===== src/rtl/coredec_pkg.sv =====
// coredec_pkg: shared widths, the segment code type and the word-address
// layout used by the segmented core address decoder.
// Assumes SEG_W + SLOT_W + REG_W equals the word-address width.
package coredec_pkg;

    localparam int HOST_AW  = 19;
    localparam int BYTE_OFS = 2;
    localparam int WORD_AW  = HOST_AW - BYTE_OFS;
    localparam int SEG_W    = 2;
    localparam int SLOT_W   = 7;
    localparam int REG_W    = WORD_AW - SEG_W - SLOT_W;
    localparam int DATA_W   = 32;

    localparam logic [DATA_W-1:0] STUB_BASE = 32'h5A00_0000;

    typedef enum logic [SEG_W-1:0] {
        SEG_HASH   = 2'd0,
        SEG_RNG    = 2'd1,
        SEG_CIPHER = 2'd2,
        SEG_RSVD   = 2'd3
    } seg_e;

    typedef struct packed {
        logic [SEG_W-1:0]  seg;
        logic [SLOT_W-1:0] slot;
        logic [REG_W-1:0]  regi;
    } word_addr_t;

endpackage


===== src/rtl/stub_core.sv =====
// stub_core: register-bank stand-in for a real engine.
// Register 0 returns a fixed identity word. Registers 1..NUM_RW are
// writable words. Every other index reads zero and ignores writes.
// Read data is combinational. The caller registers it.
module stub_core #(
    parameter int                DATA_W  = 32,
    parameter int                REG_W   = 8,
    parameter int                NUM_RW  = 4,
    parameter logic [DATA_W-1:0] ID_WORD = '0
) (
    input  logic              clk,
    input  logic              rst_n,
    input  logic              cs,
    input  logic              we,
    input  logic [REG_W-1:0]  reg_addr,
    input  logic [DATA_W-1:0] wdata,
    output logic [DATA_W-1:0] rdata
);

    logic [DATA_W-1:0] rw_q [NUM_RW];

    for (genvar i = 0; i < NUM_RW; i++) begin : g_rw
        // purpose: load one writable word when it is addressed by a selected write
        always_ff @(posedge clk) begin
            if (!rst_n)
                rw_q[i] <= '0;
            else if (cs && we && reg_addr == REG_W'(i + 1))
                rw_q[i] <= wdata;
        end

        // with no selected write, the word must not move
        p_stub_hold_r4: assert property (@(posedge clk) disable iff (!rst_n)
            !(cs && we) |=> $stable(rw_q[i]));
    end

    // purpose: combinational register read, zero for unimplemented indices
    always_comb begin
        rdata = '0;
        if (reg_addr == '0)
            rdata = ID_WORD;
        for (int i = 0; i < NUM_RW; i++)
            if (reg_addr == REG_W'(i + 1))
                rdata = rw_q[i];
    end

endmodule


===== src/rtl/board_regs.sv =====
// board_regs: board-level register bank that occupies hash slot 0.
// Index 0x00 is the fixed board identifier, 0x01 the fixed build version,
// and 0xFF a writable scratch word. Other indices read zero and ignore writes.
// Read data is combinational. Assumes REG_W >= 8.
module board_regs #(
    parameter int                DATA_W    = 32,
    parameter int                REG_W     = 8,
    parameter logic [DATA_W-1:0] BOARD_ID  = '0,
    parameter logic [DATA_W-1:0] BUILD_VER = '0
) (
    input  logic              clk,
    input  logic              rst_n,
    input  logic              cs,
    input  logic              we,
    input  logic [REG_W-1:0]  reg_addr,
    input  logic [DATA_W-1:0] wdata,
    output logic [DATA_W-1:0] rdata
);

    localparam logic [REG_W-1:0] IDX_ID      = REG_W'(8'h00);
    localparam logic [REG_W-1:0] IDX_VER     = REG_W'(8'h01);
    localparam logic [REG_W-1:0] IDX_SCRATCH = REG_W'(8'hFF);

    logic [DATA_W-1:0] scratch_q;

    // purpose: scratch word, cleared by reset and loaded by a selected write
    always_ff @(posedge clk) begin
        if (!rst_n)
            scratch_q <= '0;
        else if (cs && we && reg_addr == IDX_SCRATCH)
            scratch_q <= wdata;
    end

    // purpose: combinational register read
    always_comb begin
        case (reg_addr)
            IDX_ID:      rdata = BOARD_ID;
            IDX_VER:     rdata = BUILD_VER;
            IDX_SCRATCH: rdata = scratch_q;
            default:     rdata = '0;
        endcase
    end

    // a selected scratch write is visible on the next cycle
    p_scratch_load_r3: assert property (@(posedge clk) disable iff (!rst_n)
        (cs && we && reg_addr == IDX_SCRATCH) |=> scratch_q == $past(wdata));

    // without such a write the scratch word holds
    p_scratch_hold_r3: assert property (@(posedge clk) disable iff (!rst_n)
        !(cs && we) |=> $stable(scratch_q));

endmodule


===== src/rtl/segment_sel.sv =====
// segment_sel: second decode level. Turns the slot field into one core
// select within a segment, builds the enabled cores, and muxes their
// combinational read data. Slots whose SLOT_EN bit is clear are not built
// and act as empty space. When HAS_BOARD is set, slot 0 is the board bank.
// Assumes NUM_SLOTS <= 2**SLOT_W.
module segment_sel
    import coredec_pkg::*;
#(
    parameter int                SEG_CODE  = 0,
    parameter int                NUM_SLOTS = 4,
    parameter logic [NUM_SLOTS-1:0] SLOT_EN = '1,
    parameter bit                HAS_BOARD = 1'b0,
    parameter int                NUM_RW    = 4,
    parameter logic [DATA_W-1:0] BOARD_ID  = '0,
    parameter logic [DATA_W-1:0] BUILD_VER = '0
) (
    input  logic                 clk,
    input  logic                 rst_n,
    input  logic                 seg_sel,
    input  logic                 we,
    input  logic [SLOT_W-1:0]    slot,
    input  logic [REG_W-1:0]     reg_addr,
    input  logic [DATA_W-1:0]    wdata,
    output logic [DATA_W-1:0]    rdata,
    output logic [NUM_SLOTS-1:0] slot_cs
);

    logic [NUM_SLOTS-1:0] slot_hit;
    logic [DATA_W-1:0]    core_rd [NUM_SLOTS];

    for (genvar i = 0; i < NUM_SLOTS; i++) begin : g_slot
        assign slot_hit[i] = SLOT_EN[i] && (slot == SLOT_W'(i));
        assign slot_cs[i]  = seg_sel && slot_hit[i];

        if (!SLOT_EN[i]) begin : g_empty
            assign core_rd[i] = '0;
        end else if (HAS_BOARD && i == 0) begin : g_board
            board_regs #(
                .DATA_W   (DATA_W),
                .REG_W    (REG_W),
                .BOARD_ID (BOARD_ID),
                .BUILD_VER(BUILD_VER)
            ) u_board (
                .clk     (clk),
                .rst_n   (rst_n),
                .cs      (slot_cs[i]),
                .we      (we),
                .reg_addr(reg_addr),
                .wdata   (wdata),
                .rdata   (core_rd[i])
            );
        end else begin : g_stub
            stub_core #(
                .DATA_W (DATA_W),
                .REG_W  (REG_W),
                .NUM_RW (NUM_RW),
                .ID_WORD(STUB_BASE | (DATA_W'(SEG_CODE) << 8) | DATA_W'(i))
            ) u_stub (
                .clk     (clk),
                .rst_n   (rst_n),
                .cs      (slot_cs[i]),
                .we      (we),
                .reg_addr(reg_addr),
                .wdata   (wdata),
                .rdata   (core_rd[i])
            );
        end
    end

    // purpose: AND-OR read mux over the slot hits, zero when nothing matches
    always_comb begin
        rdata = '0;
        for (int i = 0; i < NUM_SLOTS; i++)
            rdata = rdata | (slot_hit[i] ? core_rd[i] : '0);
    end

    // the slot field can match at most one slot
    p_slot_single_r8: assert property (@(posedge clk) disable iff (!rst_n)
        $onehot0(slot_hit));

endmodule


===== src/rtl/core_addr_decoder.sv =====
// core_addr_decoder: top of the two-level decoder. Splits the host word
// address into segment, slot and register fields, selects a segment, and
// registers the chosen core's read data (one cycle of latency). Empty
// regions drop writes and read as zero, with no error signal.
// Assumes a single-cycle access per host_cs pulse.
module core_addr_decoder
    import coredec_pkg::*;
#(
    parameter int                   NUM_SLOTS = 4,
    parameter logic [NUM_SLOTS-1:0] HASH_EN   = 4'b0111,
    parameter logic [NUM_SLOTS-1:0] RNG_EN    = 4'b0011,
    parameter logic [NUM_SLOTS-1:0] CIPHER_EN = 4'b0101,
    parameter int                   NUM_RW    = 4,
    parameter logic [DATA_W-1:0]    BOARD_ID  = 32'h4244_0001,
    parameter logic [DATA_W-1:0]    BUILD_VER = 32'h0002_0003
) (
    input  logic               clk,
    input  logic               rst_n,
    input  logic               host_cs,
    input  logic               host_we,
    input  logic [HOST_AW-1:0] host_addr,
    input  logic [DATA_W-1:0]  host_wdata,
    output logic [DATA_W-1:0]  host_rdata
);

    localparam int TOTAL_SLOTS = 3 * NUM_SLOTS;

    word_addr_t        wa;
    logic              unused_byte_ofs;
    logic [2:0]        seg_sel;
    logic [DATA_W-1:0] rd_hash, rd_rng, rd_cipher, rd_mux;
    logic [NUM_SLOTS-1:0] cs_hash, cs_rng, cs_cipher;
    logic [TOTAL_SLOTS-1:0] all_cs;
    logic [DATA_W-1:0] rdata_q;

    assign wa              = host_addr[HOST_AW-1:BYTE_OFS];
    assign unused_byte_ofs = ^host_addr[BYTE_OFS-1:0];

    // purpose: first decode level, one select per implemented segment
    always_comb begin
        seg_sel[0] = host_cs && (seg_e'(wa.seg) == SEG_HASH);
        seg_sel[1] = host_cs && (seg_e'(wa.seg) == SEG_RNG);
        seg_sel[2] = host_cs && (seg_e'(wa.seg) == SEG_CIPHER);
    end

    segment_sel #(
        .SEG_CODE(0), .NUM_SLOTS(NUM_SLOTS), .SLOT_EN(HASH_EN),
        .HAS_BOARD(1'b1), .NUM_RW(NUM_RW),
        .BOARD_ID(BOARD_ID), .BUILD_VER(BUILD_VER)
    ) u_seg_hash (
        .clk(clk), .rst_n(rst_n), .seg_sel(seg_sel[0]), .we(host_we),
        .slot(wa.slot), .reg_addr(wa.regi), .wdata(host_wdata),
        .rdata(rd_hash), .slot_cs(cs_hash)
    );

    segment_sel #(
        .SEG_CODE(1), .NUM_SLOTS(NUM_SLOTS), .SLOT_EN(RNG_EN),
        .HAS_BOARD(1'b0), .NUM_RW(NUM_RW),
        .BOARD_ID(BOARD_ID), .BUILD_VER(BUILD_VER)
    ) u_seg_rng (
        .clk(clk), .rst_n(rst_n), .seg_sel(seg_sel[1]), .we(host_we),
        .slot(wa.slot), .reg_addr(wa.regi), .wdata(host_wdata),
        .rdata(rd_rng), .slot_cs(cs_rng)
    );

    segment_sel #(
        .SEG_CODE(2), .NUM_SLOTS(NUM_SLOTS), .SLOT_EN(CIPHER_EN),
        .HAS_BOARD(1'b0), .NUM_RW(NUM_RW),
        .BOARD_ID(BOARD_ID), .BUILD_VER(BUILD_VER)
    ) u_seg_cipher (
        .clk(clk), .rst_n(rst_n), .seg_sel(seg_sel[2]), .we(host_we),
        .slot(wa.slot), .reg_addr(wa.regi), .wdata(host_wdata),
        .rdata(rd_cipher), .slot_cs(cs_cipher)
    );

    assign all_cs = {cs_cipher, cs_rng, cs_hash};

    // purpose: segment-level read mux, reserved code reads zero
    always_comb begin
        case (seg_e'(wa.seg))
            SEG_HASH:   rd_mux = rd_hash;
            SEG_RNG:    rd_mux = rd_rng;
            SEG_CIPHER: rd_mux = rd_cipher;
            default:    rd_mux = '0;
        endcase
    end

    // purpose: output register, loaded only by a read, held otherwise
    always_ff @(posedge clk) begin
        if (!rst_n)
            rdata_q <= '0;
        else if (host_cs && !host_we)
            rdata_q <= rd_mux;
    end

    assign host_rdata = rdata_q;

    // at most one core select in the whole fabric
    p_one_core_r8: assert property (@(posedge clk) disable iff (!rst_n)
        $onehot0(all_cs));

    // no select without a host request
    p_idle_quiet_r8: assert property (@(posedge clk) disable iff (!rst_n)
        !host_cs |-> all_cs == '0);

    // output holds through idle and write cycles
    p_rdata_hold_r6: assert property (@(posedge clk) disable iff (!rst_n)
        !(host_cs && !host_we) |=> $stable(host_rdata));

    // a read of the reserved segment returns zero one cycle later
    p_rsvd_zero_r7: assert property (@(posedge clk) disable iff (!rst_n)
        (host_cs && !host_we && seg_e'(wa.seg) == SEG_RSVD) |=> host_rdata == '0);

endmodule


===== config.mk =====
export PLATFORM = sky130hd
export DESIGN_NAME = core_addr_decoder
export DESIGN_NICKNAME = d
export VERILOG_FILES = /design/src/rtl/coredec_pkg.sv /design/src/rtl/stub_core.sv /design/src/rtl/board_regs.sv /design/src/rtl/segment_sel.sv /design/src/rtl/core_addr_decoder.sv
export SDC_FILE = /design/constraint.sdc
export NUM_CORES = 1
export LEC_CHECK = 0
export CORE_MARGIN = 2
export CORE_UTILIZATION = 57
export DETAILED_ROUTE_END_ITERATION = 7
export GPL_ROUTABILITY_DRIVEN = 0
export PLACE_DENSITY = 0.82
export REMOVE_ABC_BUFFERS = 1
export SETUP_SLACK_MARGIN = 0.02
export SLEW_MARGIN = 10
export SYNTH_ARGS = -nofsm -noshare
export SYNTH_HDL_FRONTEND = slang
export SYNTH_HIERARCHICAL = 1
export SYNTH_SLANG_ARGS = --single-unit

===== constraint.sdc =====
create_clock -name clk -period 6.3 [get_ports clk]
set_input_delay 1.26 -clock clk [delete_from_list [all_inputs] [get_ports clk]]
set_output_delay 1.26 -clock clk [all_outputs]
set_load 0.01 [all_outputs]

==> impl_metrics.json, run 1 <==
{
  "outcome": "complete, but fails checks",
  "failed_checks": "DRC",
  "std_cell_rows": 99,
  "cts_setup_buffers": 0,
  "finalPower_uw": 12000,
  "critical_path_class": "input pin to flip-flop",
  "synthesis.area_um2": 41600,
  "fin_crit_sh": 0.778,
  "postSynthAreaPerCell_um2": 11.6,
  "use_met3": 0.0611,
  "viasPerCell": 6.53,
  "drive_gt1_frac": 0.124,
  "track_usage": 0.326,
  "skew_ns": 0.0278,
  "critPathCaptureType": "flip-flop",
  "fmaxAchievable_ghz": 0.204,
  "drv_cap": 0,
  "grt_use_met2": 0.499,
  "relSlewSlack": 0.186,
  "drt_iter0_drc": 5266,
  "drv_slew": 0,
  "die_h_um": 274,
  "syn_inst": 3577,
  "grt-ovfl-total": 0,
  "dieArea_um2": 75100,
  "ant_nets": 0,
  "fin_crit_ns": 4.90,
  "clock_latency_ns": 0.65,
  "area_growth_pct": 10.8,
  "grt_use_met1": 0.429,
  "finalWorstSetupSlack_ns": 1.40,
  "placeableCoreArea_um2": 72600,
  "pin_count": 87,
  "hold_viol": 0,
  "cp.required_ns": 6.86,
  "fin_nets": 3636,
  "clk_pin_slew_ns": 0.06,
  "antenna_found_initial": 6,
  "cts_buffers": 84,
  "drc": 1,
  "die_x_um": 274,
  "hold_buffers": 0,
  "fillers": 5370,
  "pwr_density_cell_nw_per_um2": 261,
  "finalSetupViolCount": 0,
  "p_leak_uw": 0.0161,
  "drt-pass1-iter-count": 8,
  "grt-busiest-layer": "met2",
  "worst_ep_arrival_time_ns": 5.46,
  "clock_sinks": 832,
  "rsz0062_at_grt": "false",
  "num_vias": 30100,
  "ir_drop_mv": 0.181,
  "root_buffer": "clkbuf_16",
  "htree_levels": 3,
  "dp_slack_ns": 0.983,
  "synth_warnings": 6,
  "cts_buffer_depth": 3,
  "tightest_slew_ns": 1.22,
  "hold_path.class": "flip-flop to flip-flop",
  "cts_tree": "done",
  "dp_hpwl_um": 73400,
  "start_util": 0.573,
  "critPathMaxFanout": 23,
  "setup.worst_path.start_class": "input pin",
  "grt_max_degree": 81,
  "drt-total-wl_um": 123000,
  "first_global_vias": 29000,
  "grt_pass1_wl_um": 182000,
  "wl_per_cell_um": 26.8,
  "fin_util": 0.634,
  "numPortBuffers": 84,
  "cts-resized-gates": 0
}
==> final timing paths <==
| check | start | endpoint | slack [ns] | cells after the start |
|---|---|---|---|---|
| max reg2reg | flip-flop | host_rdata[30]$_SDFFE_PN0P_ | 3.88 | 9 |
| min | flip-flop | flip-flop | 0.46 | 2 |
| max | host_addr[7] | host_rdata[0]$_SDFFE_PN0P_ | 1.40 | 10 |
| min reg2reg | flip-flop | flip-flop | 0.46 | 2 |
==> cell type report <==
type                            count  area, um^2  area share
Clock inverter                     36         348     0.00755
Clock buffer                      114        2330      0.0506
Tap cell                          959        1200      0.0261
Inverter                          114         428     0.00929
Timing Repair Buffer              225        1950      0.0424
Antenna cell                        6        15.0    0.000326
Sequential cell                   832       24300       0.529
Multi-Input combinational cell   2324       15400       0.335
==> critical path, stage by stage <==
cell,delay [ns]
clkdlybuf4s50_1,0.61
or4_4,0.65
or3_1,0.79
buf_4,0.42
o41ai_1,0.53
mux2i_1,0.33
nor3_1,0.34
mux2_4,0.21
a222oi_1,0.07
nor3_1,0.22
==> routing by layer <==
metal / vias up / wire, um
li1: 13000 / -
met1: 14600 / 44700
met2: 2174 / 56100
met3: 323 / 14600
met4: 0 / 8030
met5: - / 0
==> state kept, by name (all words and copies together), names as in the netlist <==
| name | cells |
|---|---|
| u_seg_hash/g_slot.g_stub.u_stub/rw_q | 256 |
| u_seg_rng/g_slot.g_stub.u_stub/rw_q | 256 |
| u_seg_cipher/g_slot.g_stub.u_stub/rw_q | 256 |
| u_seg_hash/g_slot.g_board.u_board/scratch_q | 32 |
| host_rdata | 32 |
==> stage by stage <==
step / cells / TNS [ns] / cell area [um^2] / hold slack [ns]
2_1_floorplan: 3270 / -75.06 / 40000 / 0.430
3_3_place_gp: 4454 / 0 / 43400 / 0.437
3_5_place_dp: 4454 / 0 / 43400 / 0.442
4_1_cts: 4604 / 0 / 46000 / 0.454
5_1_grt: 4607 / 0 / 46000 / 0.470
6_report: 4610 / 0 / 46100 / 0.456
==> cell usage in the layout (no fill, tap or decap), drive strengths merged, types with 38 or more instances in the layout <==
cell type,instances
mux2i,160
o21ai,58
nor4,116
o32ai,64
inv,115
nand2,275
a21oi,140
clkdlybuf4s50,77
edfxtp,768
buf,148
clkbuf,114
a21o,57
and2,658
nor2,235
or2,38
nor3,177
o41ai,114
dfxtp,64
==> where the power goes <==
| part | switching, uW | total [uW] | internal (uW) |
|---|---|---|---|
| clock | 2100 | 4940 | 2840 |
| combinational | 557 | 742 | 185 |
| sequential | 72.8 | 6340 | 6260 |
| total | 2730 | 12000 | 9290 |
Note: power is estimated with default switching activity, not from simulation.
==> run 2, diff against run 1 <==
--- a/config.mk
+++ b/config.mk
@@ -6,7 +6,7 @@
 export NUM_CORES = 1
 export LEC_CHECK = 0
 export CORE_MARGIN = 2
-export CORE_UTILIZATION = 57
+export CORE_UTILIZATION = 60
 export DETAILED_ROUTE_END_ITERATION = 7
 export GPL_ROUTABILITY_DRIVEN = 0
 export PLACE_DENSITY = 0.82
==> constraint.sdc (replaced) <==
create_clock -name clk -period 4.7 [get_ports clk]
set_input_delay 0.94 -clock clk [delete_from_list [all_inputs] [get_ports clk]]
set_output_delay 0.94 -clock clk [all_outputs]
set_load 0.01 [all_outputs]
==> impl_metrics.json, run 2 (synthesized netlist as in run 1, its figures left out) <==
{
  "crit_path_frequent_cell": "buf_4",
  "cts_buffer_depth": 3,
  "layout_common_cells": "edfxtp_1, and2_1, nand2_1",
  "path_cells": "clkdlybuf4s50_1, buf_4, or4_4, or2_1, buf_4, o32ai_1, mux2i_1, nor3_2, mux2_1, a222oi_1, nor3_1",
  "drt-pass1-iter-count": 8,
  "wirelength_met1_um": 44100,
  "multi_input_area_um2": 15400,
  "fmaxAchievable_ghz": 0.254,
  "antenna_found_initial": 2,
  "fin_crit_sh": 0.837,
  "clock_latency_ns": 0.64,
  "finalPower_uw": 16300,
  "first_global_vias": 29000,
  "critPathMaxStageDelay_ns": 0.65,
  "hold_ws_ns": 0.454,
  "wl_per_cell_um": 26.5,
  "failed_checks": "DRC",
  "fin_crit_ns": 3.94,
  "hold_path.class": "flip-flop to flip-flop",
  "dieArea_um2": 71400,
  "ir_drop_mv": 0.255,
  "viasPerCell": 6.51,
  "worst_ep_arrival_time_ns": 4.50,
  "area_growth_pct": 13.1,
  "drt-total-wl_um": 124000,
  "slowest_stage": "or4_4",
  "drive_gt1_frac": 0.148,
  "fin_nets": 3725,
  "cts-resized-gates": 0,
  "p_leak_uw": 0.0167,
  "grt_max_degree": 106,
  "cts_tree": "done",
  "clk_pin_slew_ns": 0.06,
  "drv_slew": 0,
  "maxUsedRoutingLayer": "met4",
  "critical_path_class": "input pin to flip-flop",
  "fin_util": 0.686,
  "critical_path.top_delay_family": "simple AND/OR/NAND/NOR gates",
  "grt-ovfl-total": 0,
  "route.met2.wl_um": 56400,
  "finalSetupViolCount": 0,
  "skew_ns": 0.0267,
  "cts_buffers": 84,
  "rsz0062_at_grt": "false",
  "relSlewSlack": 0.138,
  "dp_hpwl_um": 76800,
  "root_buffer": "clkbuf_16",
  "placeableCoreArea_um2": 68600,
  "design_area_um2": 47000,
  "placed_area_um2": 44200,
  "final_common_cell": "edfxtp_1",
  "reg.largest.list": "u_seg_cipher/g_slot.g_stub.u_stub/rw_q x256, u_seg_hash/g_slot.g_stub.u_stub/rw_q x256, u_seg_rng/g_slot.g_stub.u_stub/rw_q x256",
  "cp_num_buf_inv": 3,
  "fillers": 4580,
  "grt_pass1_wl_um": 182000,
  "hold_viol": 0,
  "drv_cap": 0,
  "die_x_um": 267,
  "numPortBuffers": 84,
  "r2r_setup_slack_ns": 2.31,
  "dr_wl_met3_um": 15900,
  "num_vias": 30400,
  "pin_count": 87,
  "cts_setup_buffers": 0,
  "start_util": 0.606,
  "outcome": "complete, but fails checks",
  "ff_latch_area_um2": 24300,
  "tightest_slew_ns": 1.29,
  "ant_nets": 0,
  "std_cell_rows": 96,
  "hold_buffers": 0,
  "die_h_um": 267,
  "track_usage": 0.345,
  "setup.worst_path.start_class": "input pin",
  "drt_iter0_drc": 5125,
  "clock_sinks": 832,
  "htree_levels": 3,
  "pwr_density_cell_nw_per_um2": 347,
  "cp.required_ns": 5.26,
  "critPathCaptureType": "flip-flop",
  "critPathMaxFanout": 19,
  "drc": 2
}
## run 2: through the flow
stage | setup WS [ns] | setup TNS [ns] | cells
after CTS | 0.896 | 0 | 4671
after detailed placement | 0.197 | 0 | 4515
final | 0.764 | 0 | 4676
after floorplan | -2.06 | -650.90 | 3270
after global placement | 0.242 | 0 | 4515
after global routing | 0.679 | 0 | 4671
## run 2: per-layer routing
metal	GRT usage	vias up
li1	-	13200
met1	0.451	14600
met2	0.525	2298
met3	0.0842	342
met4	0.207	0
met5	0	-
## run 2: path summary, 6_finish.rpt
check	cells after the start	to	startpoint
hold reg to reg	2	flip-flop	flip-flop
setup / recovery	11	host_rdata[24]$_SDFFE_PN0P_	host_addr[7]
setup reg to reg	7	host_rdata[24]$_SDFFE_PN0P_	flip-flop
hold / removal	2	flip-flop	flip-flop
## run 2: tightest hold or removal path, cell delays in order (launching register included)
cell     delay, ns
dfxtp_1       0.30
nand2_1       0.05
mux2i_1       0.05
## run 2: where the power goes
group	internal, uW	leakage, uW	switching (uW)
registers	8400	0.00780	98.0
clock network	3970	0.00137	2840
logic	280	0.00752	760
total	12600	0.0167	3700
## run 2: layout make-up
class                   count  share of cell area
diodes                      5            0.000266
clock buffers             105              0.0481
clock inverters            51              0.0112
inverters                 114             0.00910
multi-input cells        2324               0.328
flip-flops and latches    832               0.518
well taps                 931              0.0248
repair buffers            314              0.0612
